$ cat config.mk
export PLATFORM = sky130hd
export DESIGN_NAME = pwm_channel
export DESIGN_NICKNAME = d
export VERILOG_FILES = /design/src/rtl/pwm_chan_pkg.sv /design/src/rtl/pwm_regs.sv /design/src/rtl/pwm_prescale.sv /design/src/rtl/pwm_timebase.sv /design/src/rtl/pwm_action.sv /design/src/rtl/pwm_channel.sv
export SDC_FILE = /design/constraint.sdc
export NUM_CORES = 1
export LEC_CHECK = 0
export BUFFER_PORTS_ARGS = -buffer_cell sky130_fd_sc_hd__buf_2
export CAP_MARGIN = 20
export CORE_MARGIN = 2
export CORE_UTILIZATION = 60
export DETAILED_ROUTE_END_ITERATION = 8
export PLACE_DENSITY = 0.83
export SYNTH_ARGS = -nofsm -noshare
export SYNTH_HDL_FRONTEND = slang
export SYNTH_SLANG_ARGS = --single-unit
$ cat constraint.sdc
create_clock -name clk -period 9.7 [get_ports clk]
set_input_delay 0.485 -clock clk [delete_from_list [all_inputs] [get_ports clk]]
set_output_delay 0.485 -clock clk [all_outputs]
set_load 0.05 [all_outputs]
$ cat src/rtl/pwm_chan_pkg.sv
package pwm_chan_pkg;
    localparam int HS_W  = 2;
    localparam int DIV_W = 3;
    localparam int GEN_W = 2 ** DIV_W;
    localparam int PS_W  = HS_W + 1 + GEN_W;

    typedef enum logic [1:0] {
        ACT_NONE = 2'd0,
        ACT_LOW  = 2'd1,
        ACT_HIGH = 2'd2,
        ACT_TGL  = 2'd3
    } act_e;

    typedef enum logic [1:0] {
        ADDR_PRD = 2'd0,
        ADDR_PHS = 2'd1,
        ADDR_CMP = 2'd2,
        ADDR_CTL = 2'd3
    } addr_e;

    typedef struct packed {
        act_e             act_cmp;
        act_e             act_zero;
        logic [DIV_W-1:0] div_sel;
        logic [HS_W-1:0]  hs_sel;
        logic             sync_zero;
        logic             phase_en;
    } ctl_t;
endpackage

$ cat src/rtl/pwm_regs.sv
module pwm_regs
    import pwm_chan_pkg::*;
#(
    parameter int CNT_W = 16
) (
    input  logic             clk,
    input  logic             rst_n,
    input  logic             wr_en,
    input  logic [1:0]       wr_addr,
    input  logic [CNT_W-1:0] wr_data,
    output logic [CNT_W-1:0] prd_o,
    output logic [CNT_W-1:0] phs_o,
    output logic [CNT_W-1:0] shd_o,
    output ctl_t             ctl_o,
    output logic             clr_o
);
    typedef struct packed {
        logic [CNT_W-1:0] prd;
        logic [CNT_W-1:0] phs;
        logic [CNT_W-1:0] shd;
        ctl_t             ctl;
    } regs_t;

    regs_t r_d, r_q;

    always_comb begin
        r_d = r_q;
        if (wr_en) begin
            unique case (addr_e'(wr_addr))
                ADDR_PRD: r_d.prd = wr_data;
                ADDR_PHS: r_d.phs = wr_data;
                ADDR_CMP: r_d.shd = wr_data;
                ADDR_CTL: begin
                    r_d.ctl.act_cmp   = act_e'(wr_data[11:10]);
                    r_d.ctl.act_zero  = act_e'(wr_data[9:8]);
                    r_d.ctl.div_sel   = wr_data[7:5];
                    r_d.ctl.hs_sel    = wr_data[4:3];
                    r_d.ctl.sync_zero = wr_data[1];
                    r_d.ctl.phase_en  = wr_data[0];
                end
                default: ;
            endcase
        end
    end

    always_ff @(posedge clk or negedge rst_n) begin
        if (!rst_n) r_q <= '0;
        else        r_q <= r_d;
    end

    assign prd_o = r_q.prd;
    assign phs_o = r_q.phs;
    assign shd_o = r_q.shd;
    assign ctl_o = r_q.ctl;
    assign clr_o = wr_en && (addr_e'(wr_addr) == ADDR_CTL) && wr_data[2];
endmodule

$ cat src/rtl/pwm_prescale.sv
module pwm_prescale
    import pwm_chan_pkg::*;
(
    input  logic             clk,
    input  logic             rst_n,
    input  logic [HS_W-1:0]  hs_sel,
    input  logic [DIV_W-1:0] div_sel,
    output logic             tick_o
);
    logic [HS_W:0]    hs_fac;
    logic [GEN_W-1:0] gen_fac;
    logic [PS_W-1:0]  lim;
    logic [PS_W-1:0]  cnt_d, cnt_q;

    always_comb begin
        hs_fac  = (hs_sel == '0) ? (HS_W+1)'(1) : {hs_sel, 1'b0};
        gen_fac = GEN_W'(1) << div_sel;
        lim     = PS_W'(hs_fac) * PS_W'(gen_fac) - PS_W'(1);
        tick_o  = (cnt_q >= lim);
        cnt_d   = tick_o ? '0 : cnt_q + PS_W'(1);
    end

    always_ff @(posedge clk or negedge rst_n) begin
        if (!rst_n) cnt_q <= '0;
        else        cnt_q <= cnt_d;
    end
endmodule

$ cat src/rtl/pwm_timebase.sv
module pwm_timebase #(
    parameter int CNT_W = 16
) (
    input  logic             clk,
    input  logic             rst_n,
    input  logic             tick,
    input  logic             clr_i,
    input  logic             sync_in,
    input  logic             phase_en_i,
    input  logic [CNT_W-1:0] prd_i,
    input  logic [CNT_W-1:0] phs_i,
    output logic [CNT_W-1:0] ctr_o
);
    logic [CNT_W-1:0] ctr_d, ctr_q;
    logic             load;

    always_comb begin
        load  = sync_in && phase_en_i && !clr_i;
        ctr_d = ctr_q;
        if (clr_i)            ctr_d = '0;
        else if (load)        ctr_d = phs_i;
        else if (tick)        ctr_d = (ctr_q >= prd_i) ? '0 : ctr_q + CNT_W'(1);
    end

    always_ff @(posedge clk or negedge rst_n) begin
        if (!rst_n) ctr_q <= '0;
        else        ctr_q <= ctr_d;
    end

    assign ctr_o = ctr_q;


    wrap_at_period_chk: assert property (@(posedge clk) disable iff (!rst_n)
        (tick && !clr_i && !load && ctr_q >= prd_i) |=> (ctr_q == '0));


    phase_load_chk: assert property (@(posedge clk) disable iff (!rst_n)
        load |=> (ctr_q == $past(phs_i)));


    sync_ignored_chk: assert property (@(posedge clk) disable iff (!rst_n)
        (sync_in && !phase_en_i && !clr_i && !tick) |=> $stable(ctr_q));


    sw_clear_chk: assert property (@(posedge clk) disable iff (!rst_n)
        clr_i |=> (ctr_q == '0));
endmodule

$ cat src/rtl/pwm_action.sv
module pwm_action
    import pwm_chan_pkg::*;
#(
    parameter int CNT_W = 16
) (
    input  logic             clk,
    input  logic             rst_n,
    input  logic             tick,
    input  logic [CNT_W-1:0] ctr_i,
    input  logic [CNT_W-1:0] shd_i,
    input  act_e             act_zero_i,
    input  act_e             act_cmp_i,
    output logic             zero_evt_o,
    output logic             pwm_o
);
    typedef struct packed {
        logic [CNT_W-1:0] cmp_act;
        logic             pwm;
    } act_st_t;

    act_st_t s_d, s_q;
    logic    cmp_evt;

    function automatic logic apply_act(input act_e a, input logic cur);
        unique case (a)
            ACT_LOW:  return 1'b0;
            ACT_HIGH: return 1'b1;
            ACT_TGL:  return ~cur;
            default:  return cur;
        endcase
    endfunction

    always_comb begin
        zero_evt_o = tick && (ctr_i == '0);
        cmp_evt    = tick && (ctr_i == s_q.cmp_act);
        s_d        = s_q;
        if (cmp_evt && act_cmp_i != ACT_NONE) s_d.pwm = apply_act(act_cmp_i, s_q.pwm);
        else if (zero_evt_o)                  s_d.pwm = apply_act(act_zero_i, s_q.pwm);
        if (zero_evt_o) s_d.cmp_act = shd_i;
    end

    always_ff @(posedge clk or negedge rst_n) begin
        if (!rst_n) s_q <= '0;
        else        s_q <= s_d;
    end

    assign pwm_o = s_q.pwm;


    shadow_zero_only_chk: assert property (@(posedge clk) disable iff (!rst_n)
        !$stable(s_q.cmp_act) |-> $past(zero_evt_o));


    cmp_priority_chk: assert property (@(posedge clk) disable iff (!rst_n)
        (cmp_evt && act_cmp_i == ACT_LOW) |=> !pwm_o);
endmodule

$ cat src/rtl/pwm_channel.sv
module pwm_channel
    import pwm_chan_pkg::*;
#(
    parameter int CNT_W = 16
) (
    input  logic             clk,
    input  logic             rst_n,
    input  logic             wr_en,
    input  logic [1:0]       wr_addr,
    input  logic [CNT_W-1:0] wr_data,
    input  logic             sync_in,
    output logic             sync_out,
    output logic             pwm_out
);
    logic [CNT_W-1:0] prd, phs, shd, ctr;
    ctl_t             ctl;
    logic             clr, tick, zero_evt;

    pwm_regs #(.CNT_W(CNT_W)) u_regs (
        .clk(clk), .rst_n(rst_n), .wr_en(wr_en), .wr_addr(wr_addr),
        .wr_data(wr_data), .prd_o(prd), .phs_o(phs), .shd_o(shd),
        .ctl_o(ctl), .clr_o(clr)
    );

    pwm_prescale u_pre (
        .clk(clk), .rst_n(rst_n), .hs_sel(ctl.hs_sel),
        .div_sel(ctl.div_sel), .tick_o(tick)
    );

    pwm_timebase #(.CNT_W(CNT_W)) u_tb (
        .clk(clk), .rst_n(rst_n), .tick(tick), .clr_i(clr),
        .sync_in(sync_in), .phase_en_i(ctl.phase_en), .prd_i(prd),
        .phs_i(phs), .ctr_o(ctr)
    );

    pwm_action #(.CNT_W(CNT_W)) u_act (
        .clk(clk), .rst_n(rst_n), .tick(tick), .ctr_i(ctr), .shd_i(shd),
        .act_zero_i(ctl.act_zero), .act_cmp_i(ctl.act_cmp),
        .zero_evt_o(zero_evt), .pwm_o(pwm_out)
    );

    assign sync_out = ctl.sync_zero ? zero_evt : sync_in;
endmodule

* After elaboration in Yosys (flattened, before gate mapping) *
Cells that the tools add are included.

cells by class
  eq/ne operators = 11
  reduce and logical (&&, ||, !) cells = 20
  add/subtract/negate cells = 3
  shifts and indexed selects = 1
  $lt $le $gt $ge = 2
  muxes and demuxes = 11
  multiply operators = 1
  bitwise gates (word level) = 1

operator list
  kind                   count
  $mux 16                4
  $add 16x1->16 const B  1
  $eq 16x16->1           1
  $ge 16x16->1           1
  $logic_not 16->1       1
  $eq 2x2->1 const B     6
  $add 11x1->11 const B  1
  $ge 11x11->1           1
  $mul 3x8->11           1
  $mux 11                1
  $sub 11x1->11 const B  1
  $reduce_and 2->1       4
  $shl 1x3->8 const A    1
  $logic_and 1x1->1      7
  $eq 2x1->1 const B     3
  $pmux 1 s3             2
  $logic_not 2->1        2
  $ne 4x4->1 const B     1
  $reduce_bool 2->1      2
  $reduce_bool 4->1      1
  $mux 1                 3
  $mux 3                 1
  $reduce_and 3->1       1
  $reduce_bool 3->1      1
  other kinds (2)        2

storage, ports and cells
  word-level logic and storage cells = 63
  output and inout port bits = 2
  input bits = 22
  flip-flop bits (word level) = 103

* Depth between registers and ports, before layout *
  word-level depth = 9
  gate-level depth with buffers = 21
  depth with buffers taken out = 20

* Modules after synthesis *
From an unflattened synthesis, not the netlist that was laid out.

unflattened totals
  cell total of the unflattened synthesis = 585
  area total of the unflattened synthesis = 6353.6 um^2

modules (own cells, without submodules)
  module        cells an instance  seq. area each (um^2)  times used  area each (um^2)
  pwm_regs      128                1476.4                 1           2232.1
  pwm_prescale  193                275.3                  1           1602.8
  pwm_timebase  189                400.4                  1           1562.7
  pwm_action    74                 425.4                  1           940.9
  pwm_channel   1                  0.0                    1           15.0

* Worst setup path before layout *
OpenSTA, ideal clock, no wires.

  path type = register to output
  start = register u_regs.r_q, in the netlist u_regs.ctl_o[4]
  end = output sync_out
  arrival time = 4.744 ns
  path slack = 4.471 ns
  data required time = 9.215 ns
  cell stages (with the launch flop) = 21
  buffers on the path = 3
  path through = dfrtp_1 -> clkbuf_1 -> nand3_1 -> ha_1 -> inv_1 -> fa_1 -> ha_1 -> a21o_1 -> a21oi_1 -> o22ai_1 -> or4_1 -> and3_1 -> a211oi_1 -> ha_1 -> o211a_1 -> a211oi_2 -> nor3_1 -> a211o_1 -> buf_6 -> buf_6 -> mux2_2

between the ends
  longest elaborated chain between the ends = 6

ends and longest elaborated chain
  element                   line                RTL
  start: declaration        pwm_regs.sv:24      regs_t r_d, r_q;
  start signal: assignment  pwm_regs.sv:48      else r_q <= r_d;
  $shl 1x3->8               pwm_prescale.sv:17  gen_fac = GEN_W'(1) << div_sel;
  $mul 3x8->11              pwm_prescale.sv:18  lim = PS_W'(hs_fac) * PS_W'(gen_fac) - PS_W'(1);
  $sub 11x1->11             pwm_prescale.sv:18
  $ge 11x11->1              pwm_prescale.sv:19  tick_o = (cnt_q >= lim);
  $logic_and 1x1->1         pwm_action.sv:34    zero_evt_o = tick && (ctr_i == '0);
  $mux 1                    pwm_channel.sv:42   assign sync_out = ctl.sync_zero ? zero_evt : sync_in;
  end: declaration          pwm_channel.sv:12   output logic sync_out,

No other way between the ends.

* Final worst setup path *
Ends and elaborated chain as after synthesis.

==> results.md <==
* Final Hold Viols at 0
* Initial DRC Count at 293
* Post-route DRC violation count at 0
* Nets at 697
* WHS Endpoint: u_regs.prd_o[12]$_DFFE_PN0P_
* WP data arrival at 5.72 ns
* R2R Path End: u_tb.ctr_o[3]$_DFFE_PN0P_
* Critical Path Stages at 20
* Vias at 4602
* CP top delay family: adder cells
* CTS Buffer Depth at 2
* Grt ovf at 0
* Clock sinks at 103
* Most used flip-flop cell after synthesis: dfrtp_1
* Per-cell routed wire length at 18.3 microns
* Seq/Total Area, Yosys at 0.409
* Die area at 11300 sq um
* Compound-Gate Fraction of Synth Area at 0.114
* Proportion of synthesized area in mux cells at 0.114
* Root Buffer: clkbuf_8
* Synth warnings at 0
* CP max-delay cell: dfrtp_1
* Setup-failing EPs final at 0
* Rows at 37
* Worst R2R Setup Slack at 4.24 ns
* Critical path capture point type: output port
* Die W at 106 microns
* Mapped Area at 6300 sq um
* Max cap viols at 0
* Hold Crit Start: wr_data[12]
* Worst path max stage delay at 0.54 ns
* Pwr/cell area at 232 nW/um^2
* Worst path bufs/invs at 3
* Skew-Pair Late Insertion Delay at 0.38 ns
* Hold Buf Count CTS at 1
* I/O pins at 24
* Distinct cells, synth at 60
* DR vias/cell at 6.10
* First-pass GRT wire length at 23500 microns
* DPL Wire Length at 9870 microns
* Max H-tree Level at 3
* Largest family of logic cells by synthesized area: simple AND/OR/NAND/NOR gates
* RSZ-0062 raised after global routing: no
* Chip height at 106 microns
* Synthesized flop and latch total at 103
* Core area at 10300 sq um
* Tcrit/Tclk final at 0.640
* Max FO, Critical Path at 19
* HP Class: input port to register
* Antenna cells at 0
* Critical Path, Cell by Cell: nor2b_1 > nand2_1 > ha_1 > inv_1 > fa_1 > ha_1 > a21o_1 > a21oi_1 > o22ai_1 > or4_1 > and3_1 > a211oi_1 > ha_1 > o211a_1 > a211oi_2 > nor3_1 > a211o_1 > buf_4 > mux2_2 > buf_2
* Clk_skew at 0.0119 ns
* I/O Buffers at 23
* Leakage at 3.21 nW
* Routed Antenna Nets at 0
* Worst vdd ir at 0.146 mV
* Hold Crit Depth at 3
* Gr usage total at 0.261
* Cell mode on critical path: ha_1
* Post-synth EDFFs at 0
* Simple-gate share of the synthesized area at 0.138
* Crit Path Class: register to output port
* Setup TNS at 0 ns
* Gp weighted congestion at 0.921
* Max-slew violations at 0
* Hold WS at 0.335 ns
* Cells on worst reg2reg path at 20
* Fraction of registers with async set/reset at 1.00
* Post-Synth XOR/XNOR Area at 0.0459
* WP data required at 9.22 ns
* Status: complete, no violations
* F_max at 161 MHz
* Reg-to-Reg Start: u_regs.ctl_o[4]$_DFFE_PN0P_
* TritonCTS clock tree: done
* Drt pass-1 iters at 5
* Worst-path clk slew at 0.10 ns
* Max-slew headroom at 0.331
* Vias in the first global route at 5004
* Power Total at 0.00157 W
* Tightest Pin Transition at 1.00 ns
* Routed WL at 13800 microns
* Post-CTS sizing at 0
* Syn Nets at 677
* Largest cells by area after synthesis: dfrtp_1 41%, ha_1 11%, mux2_2 9.3%
* Synthesized area per cell at 10.6 sq um
* Final min period at 6.20 ns
* Top cell type by total area after synthesis: dfrtp_1
* Post-synthesis adder-cell area fraction at 0.130
* Worst setup SP type: register
* Share of the synthesized area in the top cell type at 0.409
* Num CTS Buffers at 9
* Largest net degree at the start of global routing at 81
* Area Growth Syn to Fin at 7.15%
* Post CTS Setup Buffer Count at 0
* Mapped Cells at 594
* Ratio of cells with drive above 1 in the final layout at 0.193
* Initial antenna violation count at 0
* Initial Util at 0.613
## kinds of logic after synthesis
| logic type | after synthesis |
|---|---|
| muxes | 61 |
| DFF | 103 |
| buffers and inverters | 73 |
| adders and majority gates | 61 |
| AOI/OAI and AO/OA | 97 |
| and+or+nand+nor | 166 |
| xor gates and xnor gates | 33 |
## cell type report
type / count / area, sq um
well taps: 136 / 170
clock buffers: 9 / 124
clock inverters: 6 / 70.1
flip-flops and latches: 103 / 2580
multi-input cells: 418 / 3420
inverters: 52 / 195
repair buffers: 30 / 193
fillers: 810 / 3530
## metrics by stage
| step | area (sq um) | instances | setup slack [ns] | util |
|---|---|---|---|---|
| 2_1_floorplan | 6300 | 594 | 4.47 | - |
| 3_3_place_gp | 6510 | 736 | 4.18 | 0.633 |
| 3_5_place_dp | 6510 | 736 | 3.99 | 0.633 |
| 4_1_cts | 6710 | 752 | 3.52 | 0.653 |
| 5_1_grt | 6750 | 754 | 3.32 | 0.657 |
| 6_report | 6750 | 754 | 3.50 | 0.657 |
## how the worst max path moves through the flow
stage | from | end
global placement | u_regs.ctl_o[4]$_DFFE_PN0P_ | sync_out
finish | u_regs.ctl_o[4]$_DFFE_PN0P_ | sync_out
floorplan | u_regs.ctl_o[4]$_DFFE_PN0P_ | sync_out
CTS | u_regs.ctl_o[4]$_DFFE_PN0P_ | sync_out
global route | u_regs.ctl_o[4]$_DFFE_PN0P_ | sync_out
detailed placement | u_regs.ctl_o[4]$_DFFE_PN0P_ | sync_out
## synth_stat cells (11+ instances only)
master,count
mux2_2,52
nand3_1,24
nand2_1,40
xnor2_1,13
dfrtp_1,103
o21ai_0,22
a21oi_1,11
xor2_1,20
inv_1,52
ha_1,54
clkbuf_1,12
nor2_1,32
and3_1,13
## placed cells by master (no fill, tap or decap), types with 6 or more instances in the layout
cell,netlist,routed
buf_2,5,22
inv_1,52,52
a221o_1,7,7
o21ai_0,22,22
nor3_1,10,10
nand3_1,24,24
ha_1,54,54
a21o_1,6,6
nor2b_1,7,7
a21oi_1,11,11
xor2_1,20,20
dfrtp_1,103,103
fa_1,7,7
xnor2_1,13,13
buf_4,1,6
and3_1,13,13
nand2_1,40,40
mux2_4,9,9
o22ai_1,10,10
mux2_2,52,52
clkbuf_8,0,9
and2_1,7,7
nor2_1,32,32
## worst register-to-register path, cell delays in order, from the launching register on
cell      delay (ns)
dfrtp_1         0.54
nor2b_1         0.31
nand2_1         0.10
ha_1            0.31
inv_1           0.09
fa_1            0.46
ha_1            0.33
a21o_1          0.16
a21oi_1         0.21
o22ai_1         0.13
or4_1           0.43
and3_1          0.17
a211oi_1        0.21
ha_1            0.23
o211a_1         0.18
a211oi_2        0.06
a21o_1          0.18
a21oi_2         0.37
buf_4           0.36
o21ai_1         0.22
o32ai_1         0.33
## routing by layer
layer,global-route usage,vias up,routed length [microns]
met4,0.0993,0,412
met5,0,-,0
met2,0.452,127,7080
li1,-,2151,-
met1,0.324,2286,5680
met3,0.0503,38,599
## state kept, by name (all words and copies together) (netlist names)
name	flops
u_act.pwm_o	1
u_pre.cnt_q	11
u_regs.shd_o	16
u_tb.ctr_o	16
u_regs.phs_o	16
u_act.s_q	16
u_regs.prd_o	16
u_regs.ctl_o	11
## report_power, final
part           internal (W)  switching [W]  total (W)
registers          0.000519       0.000123   0.000643
clock network      0.000121       0.000153   0.000274
logic              0.000296       0.000355   0.000651
total              0.000936       0.000632    0.00157
Power figures use the tool's default switching activity.
